[src/rtl/dram_ref_pkg.sv]
package dram_ref_pkg;

  typedef enum logic [1:0] {
    PH_PAUSE = 2'd0,
    PH_WARM  = 2'd1,
    PH_RUN   = 2'd2
  } init_ph_t;

  typedef enum logic [1:0] {
    SQ_IDLE  = 2'd0,
    SQ_SETUP = 2'd1,
    SQ_ACT   = 2'd2,
    SQ_PRE   = 2'd3
  } seq_st_t;

endpackage

[src/rtl/ref_interval_timer.sv]
module ref_interval_timer #(
  parameter int REFI_CYC = 3125
) (
  input  logic clk,
  input  logic rst_n,
  input  logic en,
  output logic tick
);
  localparam int TW = (REFI_CYC > 2) ? $clog2(REFI_CYC) : 1;
  localparam logic [TW-1:0] LAST = TW'(REFI_CYC - 1);

  logic [TW-1:0] cnt;

  assign tick = en && (cnt == LAST);

  always_ff @(posedge clk) begin
    if (!rst_n || !en) cnt <= '0;
    else if (cnt == LAST) cnt <= '0;
    else cnt <= cnt + 1'b1;
  end

  // timer never runs past its period
  p_timer_bound_r4: assert property (@(posedge clk) disable iff (!rst_n)
    cnt <= LAST);
endmodule

[src/rtl/ref_backlog.sv]
module ref_backlog #(
  parameter int PEND_MAX = 8,
  localparam int BW = $clog2(PEND_MAX + 1)
) (
  input  logic          clk,
  input  logic          rst_n,
  input  logic          tick,
  input  logic          take,
  output logic [BW-1:0] count,
  output logic          urgent
);
  localparam logic [BW-1:0] FULL = BW'(PEND_MAX);

  assign urgent = (count == FULL);

  always_ff @(posedge clk) begin
    if (!rst_n) count <= '0;
    else if (tick && !take) begin
      if (count != FULL) count <= count + 1'b1;
    end else if (take && !tick) count <= count - 1'b1;
  end

  p_no_overflow_r5: assert property (@(posedge clk) disable iff (!rst_n)
    count <= FULL);
  p_full_holds_r5: assert property (@(posedge clk) disable iff (!rst_n)
    (urgent && tick && !take) |=> urgent);
  p_take_nonempty_r4: assert property (@(posedge clk) disable iff (!rst_n)
    (take && !tick) |-> count != '0);
endmodule

[src/rtl/ref_strobe_seq.sv]
module ref_strobe_seq
  import dram_ref_pkg::*;
#(
  parameter int T_CSR = 1,
  parameter int T_CHR = 2,
  parameter int T_RAS = 10,
  parameter int T_RC  = 17
) (
  input  logic clk,
  input  logic rst_n,
  input  logic start,
  output logic own,
  output logic done,
  output logic ras_n,
  output logic cas_n,
  output logic we_n
);
  localparam int PRE_CYC = T_RC - T_RAS;
  localparam int MAXC    = (T_RAS > T_CSR) ? T_RAS : T_CSR;
  localparam int CW      = $clog2(((MAXC > PRE_CYC) ? MAXC : PRE_CYC) + 1);
  localparam logic [CW-1:0] SETUP_LAST = CW'(T_CSR - 1);
  localparam logic [CW-1:0] ACT_LAST   = CW'(T_RAS - 1);
  localparam logic [CW-1:0] PRE_LAST   = CW'(PRE_CYC - 1);
  localparam logic [CW-1:0] HOLD_CYC   = CW'(T_CHR);

  seq_st_t       st;
  logic [CW-1:0] cnt;

  always_ff @(posedge clk) begin
    if (!rst_n) begin
      st  <= SQ_IDLE;
      cnt <= '0;
    end else begin
      unique case (st)
        SQ_IDLE: begin
          cnt <= '0;
          if (start) st <= SQ_SETUP;
        end
        SQ_SETUP: begin
          if (cnt == SETUP_LAST) begin st <= SQ_ACT; cnt <= '0; end
          else cnt <= cnt + 1'b1;
        end
        SQ_ACT: begin
          if (cnt == ACT_LAST) begin st <= SQ_PRE; cnt <= '0; end
          else cnt <= cnt + 1'b1;
        end
        SQ_PRE: begin
          if (cnt == PRE_LAST) begin st <= SQ_IDLE; cnt <= '0; end
          else cnt <= cnt + 1'b1;
        end
        default: st <= SQ_IDLE;
      endcase
    end
  end

  assign own   = (st != SQ_IDLE);
  assign done  = (st == SQ_PRE) && (cnt == PRE_LAST);
  assign ras_n = !(st == SQ_ACT);
  assign cas_n = !((st == SQ_SETUP) || ((st == SQ_ACT) && (cnt < HOLD_CYC)));
  assign we_n  = 1'b1;

  // column strobe leads, write enable high at row strobe fall
  p_cbr_order_r7: assert property (@(posedge clk) disable iff (!rst_n)
    $fell(ras_n) |-> ($past(!cas_n) && we_n));
  // column strobe only releases while the row strobe is still low
  p_cas_hold_r8: assert property (@(posedge clk) disable iff (!rst_n)
    $rose(cas_n) |-> !ras_n);
  p_start_idle_r6: assert property (@(posedge clk) disable iff (!rst_n)
    (start && !own) |=> own);
endmodule

[src/rtl/dram_refresh_sched.sv]
module dram_refresh_sched
  import dram_ref_pkg::*;
#(
  parameter int INIT_CYC = 40000,
  parameter int WARMUP   = 8,
  parameter int REFI_CYC = 3125,
  parameter int PEND_MAX = 8,
  parameter int T_CSR    = 1,
  parameter int T_CHR    = 2,
  parameter int T_RAS    = 10,
  parameter int T_RC     = 17,
  localparam int BW      = $clog2(PEND_MAX + 1)
) (
  input  logic          clk,
  input  logic          rst_n,
  input  logic          bus_gnt,
  output logic          bus_req,
  output logic          bus_own,
  output logic          ref_done,
  output logic          ras_n,
  output logic          cas_n,
  output logic          we_n,
  output logic          mem_ready,
  output logic [BW-1:0] backlog,
  output logic          urgent
);
  localparam int PW = (INIT_CYC > 2) ? $clog2(INIT_CYC) : 1;
  localparam int WW = $clog2(WARMUP + 1);
  localparam logic [PW-1:0] PAUSE_LAST = PW'(INIT_CYC - 1);
  localparam logic [WW-1:0] WARM_N     = WW'(WARMUP);
  localparam logic [WW-1:0] WARM_ONE   = WW'(1);

  init_ph_t      phase;
  logic [PW-1:0] pcnt;
  logic [WW-1:0] warm_left;
  logic          tick, take, start, want_ref, bl_urgent;

  always_ff @(posedge clk) begin
    if (!rst_n) begin
      phase     <= PH_PAUSE;
      pcnt      <= '0;
      warm_left <= '0;
    end else begin
      unique case (phase)
        PH_PAUSE: begin
          if (pcnt == PAUSE_LAST) begin
            phase     <= PH_WARM;
            warm_left <= WARM_N;
          end else pcnt <= pcnt + 1'b1;
        end
        PH_WARM: begin
          if (ref_done) begin
            warm_left <= warm_left - 1'b1;
            if (warm_left == WARM_ONE) phase <= PH_RUN;
          end
        end
        PH_RUN:  phase <= PH_RUN;
        default: phase <= PH_PAUSE;
      endcase
    end
  end

  assign mem_ready = (phase == PH_RUN);
  assign want_ref  = ((phase == PH_WARM) && (warm_left != '0)) ||
                     ((phase == PH_RUN) && (backlog != '0));
  assign bus_req   = want_ref && !bus_own;
  assign start     = bus_req && bus_gnt;
  assign take      = ref_done && (phase == PH_RUN);
  assign urgent    = bl_urgent && mem_ready;

  ref_interval_timer #(.REFI_CYC(REFI_CYC)) u_timer (
    .clk(clk), .rst_n(rst_n), .en(mem_ready), .tick(tick)
  );

  ref_backlog #(.PEND_MAX(PEND_MAX)) u_backlog (
    .clk(clk), .rst_n(rst_n), .tick(tick), .take(take),
    .count(backlog), .urgent(bl_urgent)
  );

  ref_strobe_seq #(.T_CSR(T_CSR), .T_CHR(T_CHR), .T_RAS(T_RAS), .T_RC(T_RC)) u_seq (
    .clk(clk), .rst_n(rst_n), .start(start), .own(bus_own), .done(ref_done),
    .ras_n(ras_n), .cas_n(cas_n), .we_n(we_n)
  );

  p_pause_quiet_r2: assert property (@(posedge clk) disable iff (!rst_n)
    (phase == PH_PAUSE) |-> (!bus_req && ras_n && cas_n));
  p_ready_sticky_r3: assert property (@(posedge clk) disable iff (!rst_n)
    mem_ready |=> mem_ready);
  p_req_hold_r6: assert property (@(posedge clk) disable iff (!rst_n)
    (bus_req && !bus_gnt) |=> bus_req);
  p_own_after_grant_r6: assert property (@(posedge clk) disable iff (!rst_n)
    $rose(bus_own) |-> $past(bus_req && bus_gnt));
  p_strobe_idle_r10: assert property (@(posedge clk) disable iff (!rst_n)
    !bus_own |-> (ras_n && cas_n && we_n));
endmodule

[config.mk]
export PLATFORM = sky130hd
export DESIGN_NAME = dram_refresh_sched
export DESIGN_NICKNAME = d
export VERILOG_FILES = /design/src/rtl/dram_ref_pkg.sv /design/src/rtl/ref_interval_timer.sv /design/src/rtl/ref_backlog.sv /design/src/rtl/ref_strobe_seq.sv /design/src/rtl/dram_refresh_sched.sv
export SDC_FILE = /design/constraint.sdc
export NUM_CORES = 1
export LEC_CHECK = 0
export BUFFER_PORTS_ARGS = -buffer_cell sky130_fd_sc_hd__buf_2
export CAP_MARGIN = 20
export CORE_MARGIN = 2
export CORE_UTILIZATION = 44
export DETAILED_ROUTE_END_ITERATION = 12
export PLACE_DENSITY = 0.61
export SYNTH_ARGS = -nofsm -noshare
export SYNTH_HDL_FRONTEND = slang
export SYNTH_SLANG_ARGS = --single-unit
[constraint.sdc]
create_clock -name clk -period 4.4 [get_ports clk]
set_input_delay 0.88 -clock clk [delete_from_list [all_inputs] [get_ports clk]]
set_output_delay 0.88 -clock clk [all_outputs]
set_load 0.01 [all_outputs]
==> impl_metrics.tcl, run 1 <==
set metrics [dict create \
    min_to "u_timer.cnt[0]" \
    num_vias 1794 \
    cp_cell_sequence "or4_1 > nor3_1 > and3_1 > inv_1 > ha_1 > a21oi_1 > nand2_1 > a31oi_1 > mux2i_1" \
    cp-end-kind "flip-flop" \
    critPathMaxStageDelay_ns 0.54 \
    root_buffer "clkbuf_8" \
    cts_buffers 5 \
    row_count 26 \
    die_w_microns 77.2 \
    hold_buffers 0 \
    drcViolationCount 0 \
    pin_count 15 \
    grt_pass1_wl_microns 7500 \
    post-cts-setup-buffers 0 \
    yosys_warnings 0 \
    cts_tree "built" \
    cp.required_ns 4.63 \
    synth_ff_type "dfxtp_1" \
    rsz0062_at_grt "false" \
    antenna_found_initial 0 \
    ys_async_sr_fraction 0 \
    ant_nets 0 \
    finalWirelength_microns 4160 \
    skew_ns 0.00924 \
    crit_arrival_ns 2.91 \
    cts.sinks 44 \
    ys_seq_elements 44 \
    drv_cap 0 \
    drt_iter0_drc 51 \
    r2r_end "u_backlog.count[3]" \
    reg2regPathDepth 9 \
    hp-class "reg2reg" \
    grt_pass1_vias 1725 \
    maxSlewViolCount 0 \
    cts_max_level 2 \
    hold_path_depth 1 \
    ys_types 39 \
    viasPerCell 5.03 \
    portBuffers 13 \
    status "finished, final reports clean" \
    cpMaxStageDelayCell "or4_1" \
    antenna_cells 0 \
    netlist_area_sq_um 2360 \
    synth_fp_nets 297 \
    routedWlPerCell_microns 11.6 \
    finalSetupViolations 0 \
    syn-instance-count 275 \
    synth_edf_count 0 \
    syn_area_per_cell_sq_um 8.57 \
    first_pass_iters 4 \
    synth_top_area_cell "dfxtp_1" \
    critPathBufInv 1 \
    start_kind "flip-flop" \
    crit_family "simple AND/OR/NAND/NOR gates" \
    drive_above_1_share 0.0836 \
    worst_ir_drop_vdd_uv 144 \
    yosysSeqAreaShare 0.374 \
    synth.top_cells.by_count "44 x dfxtp_1, 27 x nand3_1, 26 x nand2_1" \
    gp_congestion 0.752 \
    grt_max_degree 40 \
    final_cell_count_no_fill 357 \
    hold_viol_final 0 \
    setup_ws_ns 1.73 \
    fmax_ghz 0.374 \
    period_minus_slack_ns 2.67 \
    synth_top_area_frac 0.374 \
    crit_type "reg2reg" \
    finish.utilization 0.500 \
    core_area_sq_um 5140 \
    min_period_over_period 0.608 \
    tightest_slew_ns 0.619 \
    min_from "u_timer.cnt[0]" \
    synthToLayoutAreaGrowth_pct 9.13 \
    fp.dieH_microns 77.2 \
    dpl.hpwl_microns 2850 \
    rrSetupSlack_ns 1.73 \
    slew-limit-headroom 0.587 \
    fill_cells 527 \
    crit_path_max_fanout 5 \
    cts.clk_slew.worst_paths_ns 0.08 \
    timing.rr.start "u_timer.cnt[3]" \
    leakagePower_uw 0.00101 \
    preCtsSetupSlack_ns 1.78 \
    yosysMostFrequentCell "dfxtp_1" \
    dp.cells 349 \
    post_cts_resized 0 \
    nNetsFinal 308 \
    setup_tns_ns 0 \
    gr-usage-all-layers 0.153 \
    insertion_delay_ns 0.29 \
    p_per_area_nw_per_um2 279 \
    yosys-top-cells-area "dfxtp_1 37%, ha_1 9.6%, nand3_1 5.7%" \
    grt.overflow.total 0 \
    die_area_sq_um 5960 \
    initial_core_util 0.458 \
    clockBufferDepth 2 \
]
-- worst max path at each step --
stage | from | to | slack [ns] | cells after the start
after CTS | u_timer.cnt[3] | u_backlog.count[3] | 1.76 | 10
after global routing | u_timer.cnt[3] | u_backlog.count[3] | 1.53 | 10
final | u_timer.cnt[3] | u_backlog.count[3] | 1.73 | 9
after floorplan | u_timer.cnt[3] | u_backlog.count[3] | 2.01 | 9
after detailed placement | u_timer.cnt[3] | u_backlog.count[3] | 1.78 | 10
after global placement | u_timer.cnt[3] | u_backlog.count[3] | 1.86 | 9
-- metal layers --
layer	part of all wire	wire [microns]	GRT usage
met1	0.51	2130	0.200
met2	0.45	1850	0.246
met3	0.033	139	0.0424
met4	0.0075	31	0.0464
met5	0	0	0
-- cell type report --
| cell class | instances | area, sq um | area share |
|---|---|---|---|
| inverter | 17 | 63.8 | 0.0248 |
| clock buffer | 6 | 72.6 | 0.0282 |
| tap | 70 | 87.6 | 0.0341 |
| sequential | 44 | 881 | 0.343 |
| clock inverter | 2 | 35.0 | 0.0136 |
| timing repair buffer | 13 | 65.1 | 0.0253 |
| multi-input combinational | 205 | 1370 | 0.531 |
-- per-stage QoR --
| step | area, sq um | hold WS [ns] | total power, uW |
|---|---|---|---|
| 2_1_floorplan | 2360 | 0.430 | 422 |
| 3_3_place_gp | 2460 | 0.442 | 425 |
| 3_5_place_dp | 2460 | 0.457 | 425 |
| 4_1_cts | 2570 | 0.471 | 730 |
| 5_1_grt | 2570 | 0.504 | 749 |
| 6_report | 2570 | 0.473 | 717 |
-- logic make-up (layout without fill, tap and decap cells) --
group / Yosys count / count (layout) / share of synthesized area
adder cells (fa/ha/maj): 19 / 19 / 0.104
buffers and inverters: 26 / 38 / 0.0462
multiplexers: 4 / 4 / 0.0170
flip-flops: 44 / 44 / 0.374
AND/OR/NAND/NOR: 129 / 129 / 0.284
other: 1 / 1 / 0.00159
AO/OA/AOI/OAI: 23 / 23 / 0.0659
XOR/XNOR: 29 / 29 / 0.108
-- power breakdown --
part	leakage (uW)	internal (uW)	switching [uW]
Sequential	0.000355	400	2.29
Combinational	0.000604	4.70	8.12
Clock	0.0000552	169	134
Total	0.00101	573	144
-- registers in the layout, indices dropped and copies added, names as in the netlist --
name             flops
u_timer.cnt         12
pcnt                16
u_backlog.count      4
u_seq.st             2
u_seq.cnt            4
warm_left            4
phase                2
-- cells in the final DEF (no fill, tap or decap), types with 2 or more instances in the layout --
| cell | count |
|---|---|
| a21oi_1 | 5 |
| nor4bb_1 | 2 |
| mux2i_1 | 4 |
| clkbuf_8 | 5 |
| and2_1 | 15 |
| inv_1 | 17 |
| nand4_1 | 5 |
| xnor2_1 | 15 |
| nor4_1 | 3 |
| nand2_1 | 26 |
| o21ai_0 | 6 |
| xor2_1 | 14 |
| dfxtp_1 | 44 |
| or4_1 | 4 |
| ha_1 | 18 |
| nor3_1 | 7 |
| and3_1 | 6 |
| nor2_1 | 25 |
| nand3_1 | 27 |
| buf_2 | 13 |
| nand4b_1 | 3 |
| a31oi_1 | 3 |
| nand2b_1 | 2 |
Note: power is estimated with default switching activity, not from simulation.
==> run 2: changes to the inputs <==
Settings changed: ABC_AREA set to 1.
Clock period 4.4 ns to 2.6 ns, I/O delays scaled along.
==> run 2 against run 1 <==
Against the previous run:
- routed wire length up 22%
- maximum frequency up 14%
- critical path depth up 4
- hold slack worse by 0.0065 ns
- utilization up 0.26 points
- clock skew down 0.0020 ns
- cell count up 27%
- sequential power up 70%
- via count up 25%
- synthesized cell count up 33%
- combinational power up 77%
- highest routed layer unchanged
==> impl_metrics.tcl, run 2 <==
set metrics [dict create \
    leakagePower_uw 0.00109 \
    synth.top_cells.by_count "71 x nand2_1, 50 x inv_1, 44 x dfxtp_1, 44 x nor2_1, 31 x nand3_1" \
    multiInputGateArea_sq_um 1440 \
    worst_ir_drop_vdd_uv 292 \
    status "finished, final reports clean" \
    synth-compound-area-share 0.101 \
    drcViolationCount 0 \
    syn_area_per_cell_sq_um 6.99 \
    crit_path_max_fanout 5 \
    top_register "pcnt" \
    finalWirelength_microns 5050 \
    min_from "u_timer.cnt[0]" \
    internal_power_uw 998 \
    pwr-share-seq 0.541 \
    period_minus_slack_ns 2.35 \
    pin_count 15 \
    min_to "u_timer.cnt[0]" \
    yosys-top-cells-area "dfxtp_1 34%, nand2_1 10%, ha_1 8.8%" \
    synth_edf_count 0 \
    p_per_area_nw_per_um2 450 \
    finalSetupViolations 0 \
    synth_fp_nets 389 \
    p_switching_uw 262 \
    routedWlPerCell_microns 11.1 \
    fmax_ghz 0.426 \
    critPathBufInv 2 \
    clockBufferDepth 2 \
    hold_ws_ns 0.467 \
    skew_ns 0.00722 \
    cts_buffers 5 \
    clockPowerShare 0.441 \
    viasPerCell 4.93 \
    insertion_delay_ns 0.29 \
    reg2regPathDepth 13 \
    crit_arrival_ns 2.54 \
    antenna_cells 0 \
    r2r_end "u_backlog.count[3]" \
    path_depth 13 \
    hold_viol_final 0 \
    synthSimpleGateAreaFrac 0.314 \
    portBuffers 13 \
    yosysMostFrequentCell "nand2_1" \
    drt_iter0_drc 102 \
    row_count 27 \
    gp_congestion 0.802 \
    cp-end-kind "flip-flop" \
    timing.rr.start "u_seq.cnt[0]" \
    crit_family "simple AND/OR/NAND/NOR gates" \
    yosys_warnings 0 \
    first_pass_iters 4 \
    root_buffer "clkbuf_8" \
    gr-usage-all-layers 0.170 \
    synth_adder_area_share 0.0956 \
    cp.required_ns 2.80 \
    cts_max_level 2 \
    cpMaxStageDelayCell "dfxtp_1" \
    layout_commonest_cell "nand2_1" \
    setup_tns_ns 0 \
    switching_share 0.208 \
    grt_pass1_wl_microns 8700 \
    dpl.hpwl_microns 3770 \
    p_comb_frac 0.018 \
    finish.utilization 0.503 \
    synth_top_family_by_area "simple AND/OR/NAND/NOR gates" \
    syn-instance-count 367 \
    yosysSeqAreaShare 0.343 \
    hold_buffers 0 \
    hp-class "reg2reg" \
    core_area_sq_um 5570 \
    num_vias 2239 \
    fp.dieH_microns 80.4 \
    cts.sinks 44 \
    drv_cap 0 \
    ys_seq_elements 44 \
    ys_async_sr_fraction 0 \
    cp_cell_sequence "inv_1 > ha_1 > nand4_1 > nand2_1 > nor2_2 > inv_1 > ha_1 > nand3_1 > nand3_1 > nor3_1 > nor2_1 > a21oi_1 > nor2_1" \
    start_kind "flip-flop" \
    synth_xor_area_frac 0.0478 \
    synth_ff_type "dfxtp_1" \
    nNetsFinal 403 \
    grt_pass1_vias 2039 \
    fill_cells 570 \
    cts.clk_slew.worst_paths_ns 0.09 \
    grt_max_degree 20 \
    grt.overflow.total 0 \
    synth_top_area_cell "dfxtp_1" \
    drive_above_1_share 0.0916 \
    p_total_uw 1260 \
    initial_core_util 0.460 \
    synthToLayoutAreaGrowth_pct 9.27 \
    maxSlewViolCount 0 \
    rrSetupSlack_ns 0.25 \
    antenna_found_initial 0 \
    post_cts_resized 0 \
    rsz0062_at_grt "false" \
    yosys-mux-area-fraction 0 \
    netlist_area_sq_um 2560 \
    post-cts-setup-buffers 0 \
    critPathMaxStageDelay_ns 0.41 \
    crit_type "reg2reg" \
    cts_tree "built" \
    ys_types 35 \
    seqCellArea_sq_um 881 \
    largest_register_ffs 16 \
    hold_path_depth 1 \
    mostFrequentLayoutCells "71 x nand2_1, 50 x inv_1, 44 x nor2_1, 44 x dfxtp_1, 31 x nand3_1" \
    reg_top3 "pcnt x16, u_timer.cnt x12" \
    min_period_over_period 0.903 \
    die_w_microns 80.4 \
    synth_top_area_frac 0.343 \
    ant_nets 0 \
    die_area_sq_um 6460 \
]
-- run 2: changes by cell type in the layout (fill, tap and decap cells not counted), moves of 7 or more --
| cell | before | now |
|---|---|---|
| a21oi_1 | 5 | 28 |
| and2_1 | 15 | 0 |
| inv_1 | 17 | 50 |
| nand2_1 | 26 | 71 |
| nor2_1 | 25 | 44 |
| o21ai_0 | 6 | 13 |
| xnor2_1 | 15 | 3 |
-- run 2: kinds of logic (layout without fill, tap and decap cells) --
| kind of cell | after synthesis | after routing |
|---|---|---|
| buffers and inverters | 60 | 75 |
| AO/OA/AOI/OAI | 50 | 50 |
| XOR/XNOR | 14 | 14 |
| flip-flops | 44 | 44 |
| other | 1 | 1 |
| adder cells (fa/ha/maj) | 19 | 19 |
| AND/OR/NAND/NOR | 179 | 179 |
-- run 2: per-stage QoR --
stage | cells | instance area [sq um] | worst slack, ns
2_1_floorplan | 367 | 2560 | 0.528
3_3_place_gp | 446 | 2680 | 0.418
3_5_place_dp | 446 | 2680 | 0.298
4_1_cts | 454 | 2800 | 0.252
5_1_grt | 454 | 2800 | 0.00756
6_report | 454 | 2800 | 0.252
-- run 2: power by group through the flow --
stage               registers, uW  clock network [uW]  logic (uW)
floorplan                     696                   0        17.1
global placement              697                   0        22.2
detailed placement            697                   0        23.3
CTS                           682                 584        23.1
global route                  683                 609        27.4
finish                        682                 556        22.7
-- run 2: worst max-delay path by stage --
stage                         end          from  slack, ns
4_1_cts        u_backlog.count[3]  u_seq.cnt[0]       0.25
3_5_place_dp   u_backlog.count[3]  u_seq.cnt[0]       0.30
6_report       u_backlog.count[3]  u_seq.cnt[0]       0.25
2_1_floorplan  u_backlog.count[3]  u_seq.cnt[0]       0.53
5_1_grt        u_backlog.count[3]  u_seq.cnt[0]      0.008
3_3_place_gp   u_backlog.count[3]  u_seq.cnt[0]       0.42
-- run 2: area by class of cell --
type                            count  share of cell area
Clock buffer                        6              0.0295
Clock inverter                      2              0.0138
Inverter                           53              0.0719
Multi-Input combinational cell    263               0.513
Sequential cell                    44               0.314
Tap cell                           72              0.0321
Timing Repair Buffer               14              0.0259
-- run 2: per-layer routing --
metal	part of all wire	routed length (microns)	vias to the layer above	global-route usage
li1	-	-	1202	-
met1	0.51	2560	994	0.214
met2	0.46	2320	38	0.288
met3	0.025	125	5	0.0303
met4	0.0099	50	0	0.0610
met5	0	0	-	0
